**src/rtl/cwf_pkg.sv**
```systemverilog
package cwf_pkg;
  // position of the k-th returned beat when the fill starts at word base
  function automatic int unsigned beat_offset(input int unsigned base,
                                              input int unsigned k,
                                              input int unsigned words);
    return (base + k) % words;
  endfunction
endpackage

```
**src/rtl/cwf_fill_seq.sv**
```systemverilog
module cwf_fill_seq #(
  parameter int WORDS = 8,
  localparam int OFF_W = $clog2(WORDS)
) (
  input  logic             clk,
  input  logic             rst_n,
  input  logic             start_i,
  input  logic [OFF_W-1:0] start_off_i,
  input  logic             beat_i,
  output logic             busy_o,
  output logic [OFF_W-1:0] off_o,
  output logic             first_o,
  output logic             last_o
);
  logic             busy_q;
  logic [OFF_W-1:0] base_q;
  logic [OFF_W-1:0] cnt_q;

  assign busy_o  = busy_q;
  assign first_o = busy_q && (cnt_q == '0);
  assign last_o  = busy_q && (cnt_q == OFF_W'(WORDS - 1));
  assign off_o   = OFF_W'(cwf_pkg::beat_offset(32'(base_q), 32'(cnt_q), 32'(WORDS)));

  always_ff @(posedge clk or negedge rst_n) begin
    if (!rst_n) begin
      busy_q <= 1'b0;
      base_q <= '0;
      cnt_q  <= '0;
    end else if (start_i) begin
      busy_q <= 1'b1;
      base_q <= start_off_i;
      cnt_q  <= '0;
    end else if (busy_q && beat_i) begin
      if (last_o) busy_q <= 1'b0;
      cnt_q <= cnt_q + 1'b1;
    end
  end
endmodule

```
**src/rtl/cwf_line_buf.sv**
```systemverilog
module cwf_line_buf #(
  parameter int WORDS  = 8,
  parameter int DATA_W = 32,
  localparam int OFF_W = $clog2(WORDS)
) (
  input  logic              clk,
  input  logic              rst_n,
  input  logic              clear_i,
  input  logic              we_i,
  input  logic [OFF_W-1:0]  waddr_i,
  input  logic [DATA_W-1:0] wdata_i,
  input  logic [OFF_W-1:0]  raddr_i,
  output logic [DATA_W-1:0] rdata_o,
  output logic [WORDS-1:0]  have_o
);
  logic [DATA_W-1:0] word_q [WORDS];
  logic [WORDS-1:0]  have_q;

  for (genvar g = 0; g < WORDS; g++) begin : g_word
    always_ff @(posedge clk or negedge rst_n) begin
      if (!rst_n) begin
        word_q[g] <= '0;
        have_q[g] <= 1'b0;
      end else if (clear_i) begin
        have_q[g] <= 1'b0;
      end else if (we_i && (waddr_i == OFF_W'(g))) begin
        word_q[g] <= wdata_i;
        have_q[g] <= 1'b1;
      end
    end
  end

  assign rdata_o = word_q[raddr_i];
  assign have_o  = have_q;
endmodule

```
**src/rtl/cwf_restart.sv**
```systemverilog
module cwf_restart #(
  parameter int WORDS  = 8,
  parameter int DATA_W = 32,
  localparam int OFF_W = $clog2(WORDS)
) (
  input  logic              clk,
  input  logic              rst_n,
  input  logic              busy_i,
  input  logic              first_i,
  input  logic              beat_i,
  input  logic [OFF_W-1:0]  beat_off_i,
  input  logic [DATA_W-1:0] beat_data_i,
  input  logic              rd_valid_i,
  input  logic [OFF_W-1:0]  rd_off_i,
  input  logic              rd_have_i,
  input  logic [DATA_W-1:0] buf_data_i,
  output logic              cpu_valid_o,
  output logic [DATA_W-1:0] cpu_data_o,
  output logic              stall_o
);
  logic             pend_q;
  logic [OFF_W-1:0] pend_off_q;
  logic crit_fire, rd_now, rd_from_buf, new_match, pend_match;

  assign crit_fire   = busy_i && beat_i && first_i;
  assign rd_now      = busy_i && rd_valid_i && !pend_q;
  assign rd_from_buf = rd_now && rd_have_i;
  assign new_match   = rd_now && !rd_have_i && beat_i && (beat_off_i == rd_off_i);
  assign pend_match  = pend_q && beat_i && (beat_off_i == pend_off_q);

  assign cpu_valid_o = crit_fire || rd_from_buf || new_match || pend_match;
  assign cpu_data_o  = rd_from_buf ? buf_data_i : beat_data_i;
  assign stall_o     = pend_q;

  always_ff @(posedge clk or negedge rst_n) begin
    if (!rst_n) begin
      pend_q     <= 1'b0;
      pend_off_q <= '0;
    end else if (rd_now && !rd_have_i && !new_match) begin
      pend_q     <= 1'b1;
      pend_off_q <= rd_off_i;
    end else if (pend_match) begin
      pend_q <= 1'b0;
    end
  end
endmodule

```
**src/rtl/cwf_line_fill.sv**
```systemverilog
module cwf_line_fill #(
  parameter int WORDS  = 8,
  parameter int DATA_W = 32,
  parameter int LINE_W = 10,
  localparam int OFF_W = $clog2(WORDS)
) (
  input  logic              clk,
  input  logic              rst_n,
  input  logic              miss_valid,
  input  logic [LINE_W-1:0] miss_line,
  input  logic [OFF_W-1:0]  miss_off,
  output logic              fill_busy,
  output logic              mem_req_valid,
  output logic [LINE_W-1:0] mem_req_line,
  output logic [OFF_W-1:0]  mem_req_off,
  input  logic              mem_rsp_valid,
  input  logic [DATA_W-1:0] mem_rsp_data,
  output logic              arr_we,
  output logic [LINE_W-1:0] arr_line,
  output logic [OFF_W-1:0]  arr_off,
  output logic [DATA_W-1:0] arr_wdata,
  output logic              line_valid,
  input  logic              cpu_rd_valid,
  input  logic [OFF_W-1:0]  cpu_rd_off,
  output logic              cpu_valid,
  output logic [DATA_W-1:0] cpu_data,
  output logic              cpu_stall
);
  logic              accept_w, beat_w, first_beat, last_beat;
  logic [OFF_W-1:0]  beat_off;
  logic [LINE_W-1:0] line_q;
  logic              line_valid_q;
  logic [WORDS-1:0]  have_w;
  logic [DATA_W-1:0] buf_rdata;

  assign accept_w = miss_valid && !fill_busy;
  assign beat_w   = fill_busy && mem_rsp_valid;

  cwf_fill_seq #(.WORDS(WORDS)) u_seq (
    .clk(clk), .rst_n(rst_n), .start_i(accept_w), .start_off_i(miss_off),
    .beat_i(mem_rsp_valid), .busy_o(fill_busy), .off_o(beat_off),
    .first_o(first_beat), .last_o(last_beat)
  );

  cwf_line_buf #(.WORDS(WORDS), .DATA_W(DATA_W)) u_buf (
    .clk(clk), .rst_n(rst_n), .clear_i(accept_w), .we_i(beat_w),
    .waddr_i(beat_off), .wdata_i(mem_rsp_data), .raddr_i(cpu_rd_off),
    .rdata_o(buf_rdata), .have_o(have_w)
  );

  cwf_restart #(.WORDS(WORDS), .DATA_W(DATA_W)) u_rst (
    .clk(clk), .rst_n(rst_n), .busy_i(fill_busy), .first_i(first_beat),
    .beat_i(beat_w), .beat_off_i(beat_off), .beat_data_i(mem_rsp_data),
    .rd_valid_i(cpu_rd_valid), .rd_off_i(cpu_rd_off), .rd_have_i(have_w[cpu_rd_off]),
    .buf_data_i(buf_rdata), .cpu_valid_o(cpu_valid), .cpu_data_o(cpu_data),
    .stall_o(cpu_stall)
  );

  always_ff @(posedge clk or negedge rst_n) begin
    if (!rst_n) begin
      line_q       <= '0;
      line_valid_q <= 1'b0;
    end else if (accept_w) begin
      line_q       <= miss_line;
      line_valid_q <= 1'b0;
    end else if (beat_w && last_beat) begin
      line_valid_q <= 1'b1;
    end
  end

  assign mem_req_valid = accept_w;
  assign mem_req_line  = miss_line;
  assign mem_req_off   = miss_off;
  assign arr_we        = beat_w;
  assign arr_line      = line_q;
  assign arr_off       = beat_off;
  assign arr_wdata     = mem_rsp_data;
  assign line_valid    = line_valid_q;
endmodule

```
**config.mk**
```make
export PLATFORM = sky130hd
export DESIGN_NAME = cwf_line_fill
export DESIGN_NICKNAME = d
export VERILOG_FILES = /design/src/rtl/cwf_pkg.sv /design/src/rtl/cwf_fill_seq.sv /design/src/rtl/cwf_line_buf.sv /design/src/rtl/cwf_restart.sv /design/src/rtl/cwf_line_fill.sv
export SDC_FILE = /design/constraint.sdc
export NUM_CORES = 1
export LEC_CHECK = 0
export ABC_AREA = 1
export BUFFER_PORTS_ARGS = -buffer_cell sky130_fd_sc_hd__buf_2
export CAP_MARGIN = 20
export CORE_MARGIN = 2
export CORE_UTILIZATION = 30
export CTS_BUF_LIST = sky130_fd_sc_hd__clkbuf_16
export DETAILED_ROUTE_END_ITERATION = 6
export SYNTH_ARGS = -nofsm -noshare
export SYNTH_HDL_FRONTEND = slang
export SYNTH_HIERARCHICAL = 1
export SYNTH_SLANG_ARGS = --single-unit
```
**constraint.sdc**
```tcl
create_clock -name clk -period 2.7 [get_ports clk]
set_input_delay 0.27 -clock clk [delete_from_list [all_inputs] [get_ports clk]]
set_output_delay 0.27 -clock clk [all_outputs]
set_load 0.01 [all_outputs]
```
; Word-level counts from Yosys, hierarchy flattened
; Cells that the tools add are included.
[totals]
ramBits = 0
elab_cells = 124
mem_bits_ro = 0
out_inout_bits = 96
inputBits = 53
ff_bits = 286
latchBits = 0
n_memories = 0
[classes]
bitwise_logic = 2
n_shift = 0
n_mux = 31
n_div = 0
reduce_logical = 54
n_mul = 0
n_addsub = 2
n_lt_le_gt_ge = 2
eq_ne = 10
[op_table]
columns = operator, n
row1 = 32-bit binary-select mux with 3-bit select, 1
row2 = 32-bit 2-to-1 mux, 3
row3 = 1-bit logical AND, 24
row4 = 1-bit 2-to-1 mux, 24
row5 = 2-bit nonzero test, 12
row6 = 2-bit AND reduction, 9
row7 = 3-bit equality test (second input constant), 5
row8 = 3-bit by 2-bit equality test with 1-bit output (second input constant), 2
row9 = 3-bit equality test, 2
row10 = 3-bit zero test, 2
row11 = 3-bit 2-to-1 mux, 2
row12 = 4-bit greater-or-equal comparator (second input constant), 1
row13 = 1-bit zero test, 4
row14 = 3-bit by 4-bit less-than comparator with 1-bit output (second input constant), 1
row15 = 3-bit NOT with 4-bit output, 1
row16 = 3-bit by 1-bit adder with 3-bit output (second input constant), 1
row17 = 3-bit adder, 1
row18 = 1-bit binary-select mux with 3-bit select, 1
row19 = 3-bit by 1-bit equality test with 1-bit output (second input constant), 1
row20 = 1-bit logical OR, 3
row21 = 1-bit NOT, 1

; Depth between registers and ports, before layout
; Gate-level depths: netlist of the first run.
[depth]
ltp_word = 9
ltp_mapped = 16
ltp_nobuf = 16

; Modules after synthesis
; Netlist of the first run, hierarchy kept.
[modules_own_cells]
columns = module, n_inst, cells_each, seq_area_each_um2, area_each_um2
row1 = cwf_line_buf, 1, 1751, 6606.3, 13001.2
row2 = cwf_line_fill, 1, 122, 275.3, 892.1
row3 = cwf_restart, 1, 158, 100.1, 800.8
row4 = cwf_fill_seq, 1, 52, 175.2, 410.4

; Worst setup path before layout of the first run
; OpenSTA, ideal clock, no wires.
[synth_timing]
path_kind = reg2reg
startpoint = register u_seq.cnt_q[0]
endpoint = register u_buf/word_q[184] in the netlist's numbering
setup_ps = 130
required_ps = 2570
arrival_ps = 1960
n_path_buf = 2
path_stages_with_launch = 14
synth_period_minus_slack_ps = 2090
setup_slack_ps = 610
path_cell_list = dfrtp_1 > ha_1 > inv_1 > fa_1 > inv_1 > nand2_1 > nand3_1 > nand2_1 > nor2_2 > nand3_1 > buf_2 > buf_2 > nand2_1 > o21ai_0
[synth_via]
elab_chain_len = 4
[synth_rtl]
columns = item, line_no
row1 = from (decl), cwf_fill_seq.sv:17  ; logic [OFF_W-1:0] cnt_q;
row2 = from (signal assigned), cwf_fill_seq.sv:35  ; cnt_q <= cnt_q + 1'b1;
row3 = 3-bit adder, cwf_pkg.sv:6  ; return (base + k) % words;
row4 = via arr_off[2], cwf_line_fill.sv:20  ; output logic [OFF_W-1:0] arr_off,
row5 = 3-bit by 2-bit equality test with 1-bit output, cwf_line_buf.sv:26  ; end else if (we_i && (waddr_i == OFF_W'(g))) begin
row6 = 1-bit logical AND, cwf_line_buf.sv:26
row7 = 2-bit AND reduction (no source line), n/a
row8 = "to (signal, indexed assignment)", cwf_line_buf.sv:27  ; word_q[g] <= wdata_i;
row9 = to (decl), cwf_line_buf.sv:16  ; logic [DATA_W-1:0] word_q [WORDS];
; The timed path passes the listed nets, and every way through them passes these cells.
; A chain may end at the register's enable or synchronous reset.

; Worst setup path in the final report of the first run
[layout_timing]
startpoint = register u_seq.cnt_q[0]
endpoint = output cpu_valid
[layout_via]
elab_chain_len = 6
elab_cells_between_ends = 11
classes_between = 1 x add/sub / 2 x eq/ne / 8 x reduce/logical
[layout_rtl]
columns = item, line_no
row1 = branches (longest 5 deep; another with 3-bit adder), n/a
row2 = 1-bit logical OR (*), cwf_restart.sv:31  ; assign cpu_valid_o = crit_fire || rd_from_buf || new_match || pend_match;
row3 = to (decl), cwf_line_fill.sv:25  ; output logic cpu_valid,
; Every way passes the cells marked *.

==> results.cfg, run 1 <==
[timing]
fin_tns_setup_ns = 0
period_share_pct = 98.2
finalSetupViolCount = 0
slew_viol_final = 0
layout_min_cycle_time_ns = 2.65
rsz0062_at_grt = true
hold_viol = 0
max_freq_ghz = 0.377
worst_slew_margin_rel_pct = 62.6
holdWs_ns = 0.0894
worst_slew_pin_slew_ns = 0.561
clock_skew_ns = 0.00503

[final_layout]
nFillCells = 5244
num-nets-final = 2218
syn2layout_area_growth_pct = 14.9
drive_above_1_share_pct = 13.5
diodes = 0

[cts]
cts.sinks = 286
ctsLongestPathBuffers = 3
cts-buffers-inserted = 31
cts_tree = built
clk_pin_slew_ns = 0.06
clk_latency_ns = 0.57
cts_root_buf = clkbuf_16
htreeDepth = 1

[logic_synthesis]
synthXorXnorAreaFrac_pct = 0
yosys.cell_types.count = 25
yosysSeqAreaShare_pct = 47.4
synth_compound_area_share_pct = 9.18
syn_inst = 2083
yosys.area.top_type = dfrtp_1
synthArstFlopShare_pct = 100
ys_warn_count = 6
post_synth_and_or_nand_nor_area_fraction_pct = 27.7
syn_area_per_cell_um2 = 7.25
synth-main-ff-cell = dfrtp_1
ys_top_cells_by_count = nand2_1 (842), inv_1 (319), dfrtp_1 (286)
synth_seq_cells = 286
synth_most_common_cell = nand2_1
yosys-top-cells-area = dfrtp_1 (47%), nand2_1 (21%), inv_1 (7.9%)
synth_edf_count = 0
muxShareOfSynthArea_pct = 0
netlist_area_um2 = 15100
synth_nets = 2141
synthAdderAreaFrac_pct = 0.464
synth_top_family_by_area = simple AND/OR/NAND/NOR gates
synthDominantCellAreaShare_pct = 47.4

[die]
die_h_um = 228
core-area_um2 = 50000
dieArea_um2 = 52200
io_pins = 149
row_count = 82
start_util_pct = 30.2
die_x_um = 228

[pwr]
vdd.ir_drop.worst_mv = 0.615
sequentialPowerShare_pct = 39.7
clockPowerShare_pct = 24.0
power_mw = 18.0
switching_power_mw = 6.84
swShare_pct = 37.9
combPwrFrac_pct = 36.3
internal_power_mw = 11.2
power.density_nw_per_um2 = 1040
p_leak_nw = 9.52

[routing]
ant_nets = 0
drt-vias-per-instance = 4.51
wire_per_inst_um = 14.0
dr_total_vias = 12875
wirelength_um = 40100
drc_errors = 0
drtPass1Iterations = 7
drt-initial-drc-count = 1063

[worst_setup_path]
cp_num_cells = 15
cpPeakStageDelay_ns = 0.36
path_class = register to primary output
worstSetupEndpointType = primary output
cpMostUsedCell = nand2_1
worst-path-buf-inv = 4
cp-start-kind = register
path_cells = ha_2 -> inv_2 -> fa_2 -> inv_2 -> nand2_2 -> nand2_1 -> nand2_1 -> nand2_2 -> inv_2 -> nand2_1 -> nand2_1 -> nor2_2 -> nand3_1 -> nand3b_1 -> buf_6
crit_arrival_ns = 2.38
critical-path-top-delay-family = simple AND/OR/NAND/NOR gates
worstPathMaxFanout = 4
r2r_cells = 18
cp.required_ns = 2.43
cp_slowest_cell = dfrtp_1

[hold_path]
hold_class = primary input to register
worstHoldPathCells = 3

[global_routing]
grt_use_met1_pct = 20.7
grtUsageTotal_pct = 15.3
grtUsageMet3_pct = 2.36
grt_max_degree = 100
grt_use_met2_pct = 25.8
antenna_found_initial = 0
grt_overflow = 0
grt_pass1_vias = 12406
grt_pass1_wl_um = 65400
grt.busiest_layer = met2

[flow_run]
cap_violations = 0

[place]
gp_congestion = 0.768
dp_hpwl_um = 24000
io_buffers = 148

[status]
status = finished clean
==> layout make-up <==
class	count	area, um^2	share of cell area, %
Clock buffer	31	776	4.47
Clock inverter	26	250	1.44
Inverter	326	1230	7.08
Multi-Input combinational cell	1309	5690	32.8
Sequential cell	286	7160	41.2
Tap cell	672	841	4.85
Timing Repair Buffer	206	1410	8.11
==> sequential cells by signal (all words and copies together), names as in the netlist <==
signal            flops
u_buf/word_q        256
u_rst/pend_off_q      3
u_buf/have_o          8
arr_line             10
u_seq/base_q          3
u_seq/cnt_q           3
u_seq/busy_o          1
u_rst/stall_o         1
line_valid            1
==> routing by layer <==
| layer | share of wire, % | up-vias |
|---|---|---|
| met5 | 0 | - |
| met4 | 1.4 | 0 |
| met3 | 5.6 | 41 |
| met2 | 47 | 300 |
| met1 | 46 | 6100 |
| li1 | - | 6434 |
==> kinds of logic (layout without fill, tap and decap cells) <==
family,Yosys count,after routing
buffers and inverters,488,589
AOI/OAI and AO/OA,261,261
adders and majority gates,5,5
DFF,286,286
and+or+nand+nor,1043,1043
==> per-stage QoR <==
step	instance area [um^2]	worst slack, ns	cells	util, %
6_report	17400	0.0496	2856	34.7
5_1_grt	17400	-0.128	2856	34.7
4_1_cts	17300	0.00234	2854	34.7
3_5_place_dp	16100	0.361	2776	32.2
3_3_place_gp	16100	0.441	2776	32.2
2_1_floorplan	15100	0.610	2083	-
==> worst min-delay path, delay by kind of cell <==
| kind | cells | cell delay [ns] |
|---|---|---|
| AOI/OAI and AO/OA | 1 | 0.14 |
| buffers and inverters | 2 | 0.20 |
==> worst paths after layout <==
kind | from | to | slack [ns]
max | u_seq/cnt_q[0] | cpu_valid | 0.05
min | mem_rsp_data[23] | u_buf/word_q[151] | 0.09
max reg2reg | u_seq/cnt_q[0] | u_rst/pend_off_q[0] | 0.38
min reg2reg | arr_line[8] | arr_line[8] | 0.47
max in group asynchronous | rst_n | u_buf/word_q[5] | 1.60
min in group asynchronous | rst_n | u_buf/word_q[17] | 0.26
==> power groups by stage <==
stage | clock, mW | sequential [mW] | combinational, mW
6_report | 4.32 | 7.17 | 6.55
5_1_grt | 4.61 | 7.40 | 7.66
4_1_cts | 4.46 | 7.15 | 6.57
3_5_place_dp | 0 | 7.21 | 6.34
3_3_place_gp | 0 | 7.14 | 6.13
2_1_floorplan | 0 | 7.03 | 4.85
==> layout by cell type, fill, tap and decap left out, drive strengths merged <==
cell	netlist	routed
clkbuf	18	31
a22o	1	1
nand3b	1	1
o21ai	260	260
nand2	846	846
ha	4	4
fa	1	1
bufinv	0	5
clkinv	1	20
nor2	14	14
inv	325	325
dfrtp	286	286
buf	144	191
nor3	2	2
clkinvlp	0	2
nand3	180	180
dlygate4sd3	0	15
==> what timing repair did <==
action                                 in CTS  in global routing
setup buffers                               6                  2
setup endpoints to repair                   1                  1
pin swaps                                   4                  4
resized for setup                          10                  2
cloned                                      0                  0
hold buffers                               15                  0
endpoints found under the hold margin      73                  0
Note: power is estimated with default switching activity, not from simulation.
==> inputs of run 2 (changes only) <==
Settings changed: CELL_PAD_IN_SITES_DETAIL_PLACEMENT set to 0, CELL_PAD_IN_SITES_GLOBAL_PLACEMENT set to 1, PLACE_DENSITY_LB_ADDON set to 0.1.
==> run 2 against run 1 <==
  * Cell area up 0.30%
  * Critical path depth unchanged
  * Clock power up 3%
  * Total power up 0.54%
  * Utilization up 0.11 points
  * Global-route usage up 1.8 points
  * Final cell count up 0.28%
  * First-iteration DRC count down 28%
  * Via count down 2.4%
  * Critical path type unchanged
==> results.cfg, run 2 (same netlist as run 1, synthesis figures left out) <==
[final_layout]
layout.cells.most_common_list = nand2_1 (835), inv_1 (327), dfrtp_1 (286), nand3_1 (176), buf_2 (145)
final_cells = 2864
nFillCells = 5473
largest_register = u_buf/word_q
final_common_cell = nand2_1
num-nets-final = 2227
largest_register_ffs = 256
drive_above_1_share_pct = 13.4
fin_util_pct = 34.8
syn2layout_area_growth_pct = 15.2
diodes = 0

[timing]
worst_slew_margin_rel_pct = 55.7
hold_viol = 0
period_share_pct = 96.8
layout_min_cycle_time_ns = 2.61
rsz0062_at_grt = true
clock_skew_ns = 0.0165
max_freq_ghz = 0.383
worst_slew_pin_slew_ns = 0.664
finalSetupViolCount = 0
slew_viol_final = 0

[routing]
wl_met3_um = 1230
ant_nets = 0
wirelength_um = 43400
dr_total_vias = 12560
drtPass1Iterations = 5
drt-initial-drc-count = 766
wire_per_inst_um = 15.2
drt-met1-wl_um = 21500
drc_errors = 0
drt-vias-per-instance = 4.39
dr_wl_met2_um = 19900
highest_layer = met4

[die]
die_x_um = 228
die_h_um = 228
row_count = 82
core-area_um2 = 50000
io_pins = 149
start_util_pct = 30.2
dieArea_um2 = 52200

[global_routing]
grt_overflow = 0
grt_pass1_vias = 12456
grtUsageTotal_pct = 17.1
grt_pass1_wl_um = 70900
antenna_found_initial = 0
grt_max_degree = 71

[worst_setup_path]
crit_arrival_ns = 2.34
worstSetupStartpoint = u_seq/cnt_q[0]
path_class = register to primary output
cpPeakStageDelay_ns = 0.35
cp-start-kind = register
cp.required_ns = 2.43
r2r_start = u_seq/cnt_q[0]
path_cells = ha_2 -> inv_2 -> fa_2 -> inv_1 -> nand2_1 -> nand2_1 -> nand2_1 -> nand2_2 -> inv_2 -> nand2_1 -> nand2_1 -> nor2_2 -> nand3_1 -> nand3b_1 -> buf_2
cpMostUsedCell = nand2_1
r2r_slack_ns = 0.25
worstPathMaxFanout = 4
worstSetupEndpointType = primary output
cp_slowest_cell = dfrtp_1

[pwr]
power.density_nw_per_um2 = 1040
p_leak_nw = 9.60
vdd.ir_drop.worst_mv = 0.623

[cts]
cts_root_buf = clkbuf_16
htreeDepth = 2
clk_latency_ns = 0.55
cts_tree = built
cts-buffers-inserted = 37
ctsLongestPathBuffers = 3
cts.sinks = 286
clk_pin_slew_ns = 0.05

[status]
status = finished clean

[place]
gp_congestion = 0.736
io_buffers = 148
dp_hpwl_um = 25700
placedCellCount = 2780

[hold_path]
hp-start = mem_rsp_data[3]
hold_class = primary input to register

[flow_run]
cap_violations = 0
==> run 2: critical path: cells and delay by family (launching register included) <==
kind,cells,cell delay (ns)
buf+inv,4,0.29
simple gates,9,0.66
flops,1,0.35
fa+ha+maj,2,0.52
==> run 2: metrics by stage <==
stage	TNS, ns	hold slack, ns	cell area, um^2	worst slack (ns)	power [mW]
2_1_floorplan	0	-0.0256	15100	0.610	11.9
3_3_place_gp	0	0.168	16100	0.307	13.5
3_5_place_dp	0	0.164	16100	0.274	13.6
4_1_cts	0	0.102	17400	0.0102	18.3
5_1_grt	-0.106	0.150	17400	-0.106	19.9
6_report	0	0.130	17400	0.0875	18.1
==> run 2: layer usage <==
layer,vias to the layer above,track usage (%)
met1,5895,23.6
met5,-,0
li1,6464,-
met4,0,4.37
met3,42,2.35
met2,159,28.1
==> run 2: area by class of cell <==
| cell class | instances | area (um^2) | area share [%] |
|---|---|---|---|
| Clock buffer | 39 | 976 | 5.61 |
| Clock inverter | 23 | 93.8 | 0.539 |
| Inverter | 326 | 1230 | 7.08 |
| Multi-Input combinational cell | 1309 | 5720 | 32.8 |
| Sequential cell | 286 | 7160 | 41.1 |
| Tap cell | 672 | 841 | 4.83 |
| Timing Repair Buffer | 209 | 1390 | 7.98 |
==> run 2: timing repair <==
action / 4_1_cts / 5_1_grt
setup buffers: 2 / 5
hold buffers: 15 / 0
setup endpoints to repair: 1 / 1
resized for setup: 5 / 8
endpoints found under the hold margin: 132 / 0
pin swaps: 2 / 7
==> run 2: worst paths after layout <==
| check | end | cells after the start |
|---|---|---|
| setup / recovery | cpu_valid | 15 |
| hold / removal | u_buf/word_q[3] | 3 |
| setup reg to reg | u_buf/word_q[113] | 10 |
| hold reg to reg | arr_line[1] | 2 |
| max in group asynchronous | u_buf/word_q[110] | 4 |
| min in group asynchronous | u_buf/word_q[70] | 2 |
==> run 2: report_power, final <==
part | switching (mW) | leakage (nW) | internal (mW) | total [mW]
registers | 0.953 | 3.62 | 6.19 | 7.15
logic | 4.08 | 5.40 | 2.45 | 6.53
clock network | 1.89 | 0.569 | 2.58 | 4.47
==> inputs of run 3 (changes only) <==
Settings changed: BUFFER_PORTS_ARGS -buffer_cell sky130_fd_sc_hd__buf_2 to -buffer_cell sky130_fd_sc_hd__clkbuf_2, SETUP_SLACK_MARGIN set to 0.05, TNS_END_PERCENT set to 1.
==> run 3 against run 2 <==
  * Sequential power is essentially flat
  * Non-clock buffer count rose by 2
  * First-iteration DRC count up 8.4%
  * Utilization up 0.44 points
  * Flip-flop and latch count did not move
  * Wire length rose by 2.7%
  * Total power is 3.2% higher
  * Final cell count up 0.10%
  * Sequential share of layout area is 0.51 points lower
  * Maximum frequency decreased by 0.22%
  * Largest power group unchanged
==> results.cfg, run 3 (same netlist as run 1, synthesis figures left out) <==
[timing]
layout_min_cycle_time_ns = 2.62
rsz0062_at_grt = true
max_freq_ghz = 0.382
hold_viol = 0
worst_slew_pin_slew_ns = 0.671
holdWs_ns = 0.136
finalSetupViolCount = 0
period_share_pct = 97.0
slew_viol_final = 0
clock_skew_ns = 0.0163
worst_slew_margin_rel_pct = 55.3

[cts]
cts.sinks = 286
cts_tree = built
ctsLongestPathBuffers = 3
htreeDepth = 2
clk_pin_slew_ns = 0.06
cts_root_buf = clkbuf_16
cts-buffers-inserted = 38
clk_latency_ns = 0.55

[place]
io_buffers = 148
dpl_cell_area_um2 = 16200
dp_hpwl_um = 25200
gp_congestion = 0.727

[global_routing]
antenna_found_initial = 0
grt_overflow = 0
grt_pass1_wl_um = 72100
grt_max_degree = 78
grt_pass1_vias = 12673
grtUsageTotal_pct = 17.4

[die]
start_util_pct = 30.2
dieArea_um2 = 52200
core-area_um2 = 50000
die_h_um = 228
row_count = 82
io_pins = 149
die_x_um = 228

[final_layout]
final_common_cell = nand2_1
largest_register = u_buf/word_q
largest_register_ffs = 256
nFillCells = 5449
design_area_um2 = 17600
fin_util_pct = 35.3
drive_above_1_share_pct = 13.9
layout.cells.most_common_list = nand2_1 (836), inv_1 (322), dfrtp_1 (285), nand3_1 (176), clkbuf_2 (144)
num-nets-final = 2230
syn2layout_area_growth_pct = 16.7
diodes = 0

[pwr]
p_leak_nw = 9.70
power.density_nw_per_um2 = 1060
vdd.ir_drop.worst_mv = 0.565
power_mw = 18.7

[worst_setup_path]
crit_arrival_ns = 2.35
cp-start-kind = register
worstPathMaxFanout = 4
cp.required_ns = 2.43
path_class = register to primary output
worstSetupEndpointType = primary output

[routing]
wire_per_inst_um = 15.5
drtPass1Iterations = 5
drt-vias-per-instance = 4.42
wirelength_um = 44600
drc_errors = 0
ant_nets = 0
dr_total_vias = 12668
drt-initial-drc-count = 830

[status]
status = finished clean

[hold_path]
hold_class = primary input to register

[flow_run]
cap_violations = 0
run 3: repair_timing:
action,CTS,global route
setup buffers,13,1
hold buffers,15,0
setup endpoints to repair,2,5
gates resized for setup,6,4
pin swaps,3,3
gates cloned,0,0
hold endpoints to repair,77,0
run 3: stage by stage:
stage / instances / setup WS (ns) / setup TNS [ns]
final: 2867 / 0.0817 / 0
after global routing: 2867 / -0.103 / -0.155
after CTS: 2866 / 0.0305 / 0
after detailed placement: 2775 / 0.386 / 0
after global placement: 2775 / 0.391 / 0
after floorplan: 2083 / 0.610 / 0
run 3: worst paths after layout:
check	endpoint	cells after the start	startpoint	slack (ns)
max reg2reg	u_rst/stall_o	18	u_seq/base_q[0]	0.10
max in group asynchronous	u_buf/word_q[81]	3	rst_n	1.58
max	cpu_valid	11	u_seq/cnt_q[0]	0.08
min reg2reg	arr_line[8]	2	arr_line[8]	0.47
min	u_buf/word_q[19]	3	mem_rsp_data[19]	0.14
min in group asynchronous	u_buf/word_q[167]	2	rst_n	0.31
run 3: power by group:
part,total [mW],switching (mW),internal (mW)
sequential,7.14,0.946,6.20
clock,4.93,1.95,2.98
combinational,6.65,4.15,2.50
total,18.7,7.04,11.7
run 3: routing by layer:
layer | track usage [%] | routed length [um] | vias up
met5 | 0 | 0 | -
met4 | 4.31 | 829 | 0
met3 | 2.94 | 1610 | 62
li1 | - | - | 6469
met2 | 28.0 | 19900 | 185
met1 | 24.4 | 22200 | 5952
run 3: critical path, cell delays in order, from the launching register on:
cell	delay [ns]
dfrtp_1	0.35
ha_1	0.14
inv_1	0.05
fa_2	0.54
inv_4	0.05
buf_4	0.13
nand2_1	0.06
nand2_1	0.04
nor2_1	0.14
nand3_1	0.09
nand3b_1	0.10
buf_2	0.13
run 3: cell type report:
type	instances	area, um^2	share of cell area [%]
sequential	286	7160	40.6
multi-input combinational	1309	5710	32.4
timing repair buffer	211	1490	8.46
inverter	326	1230	6.98
clock buffer	39	976	5.54
tap	672	841	4.77
clock inverter	24	216	1.23
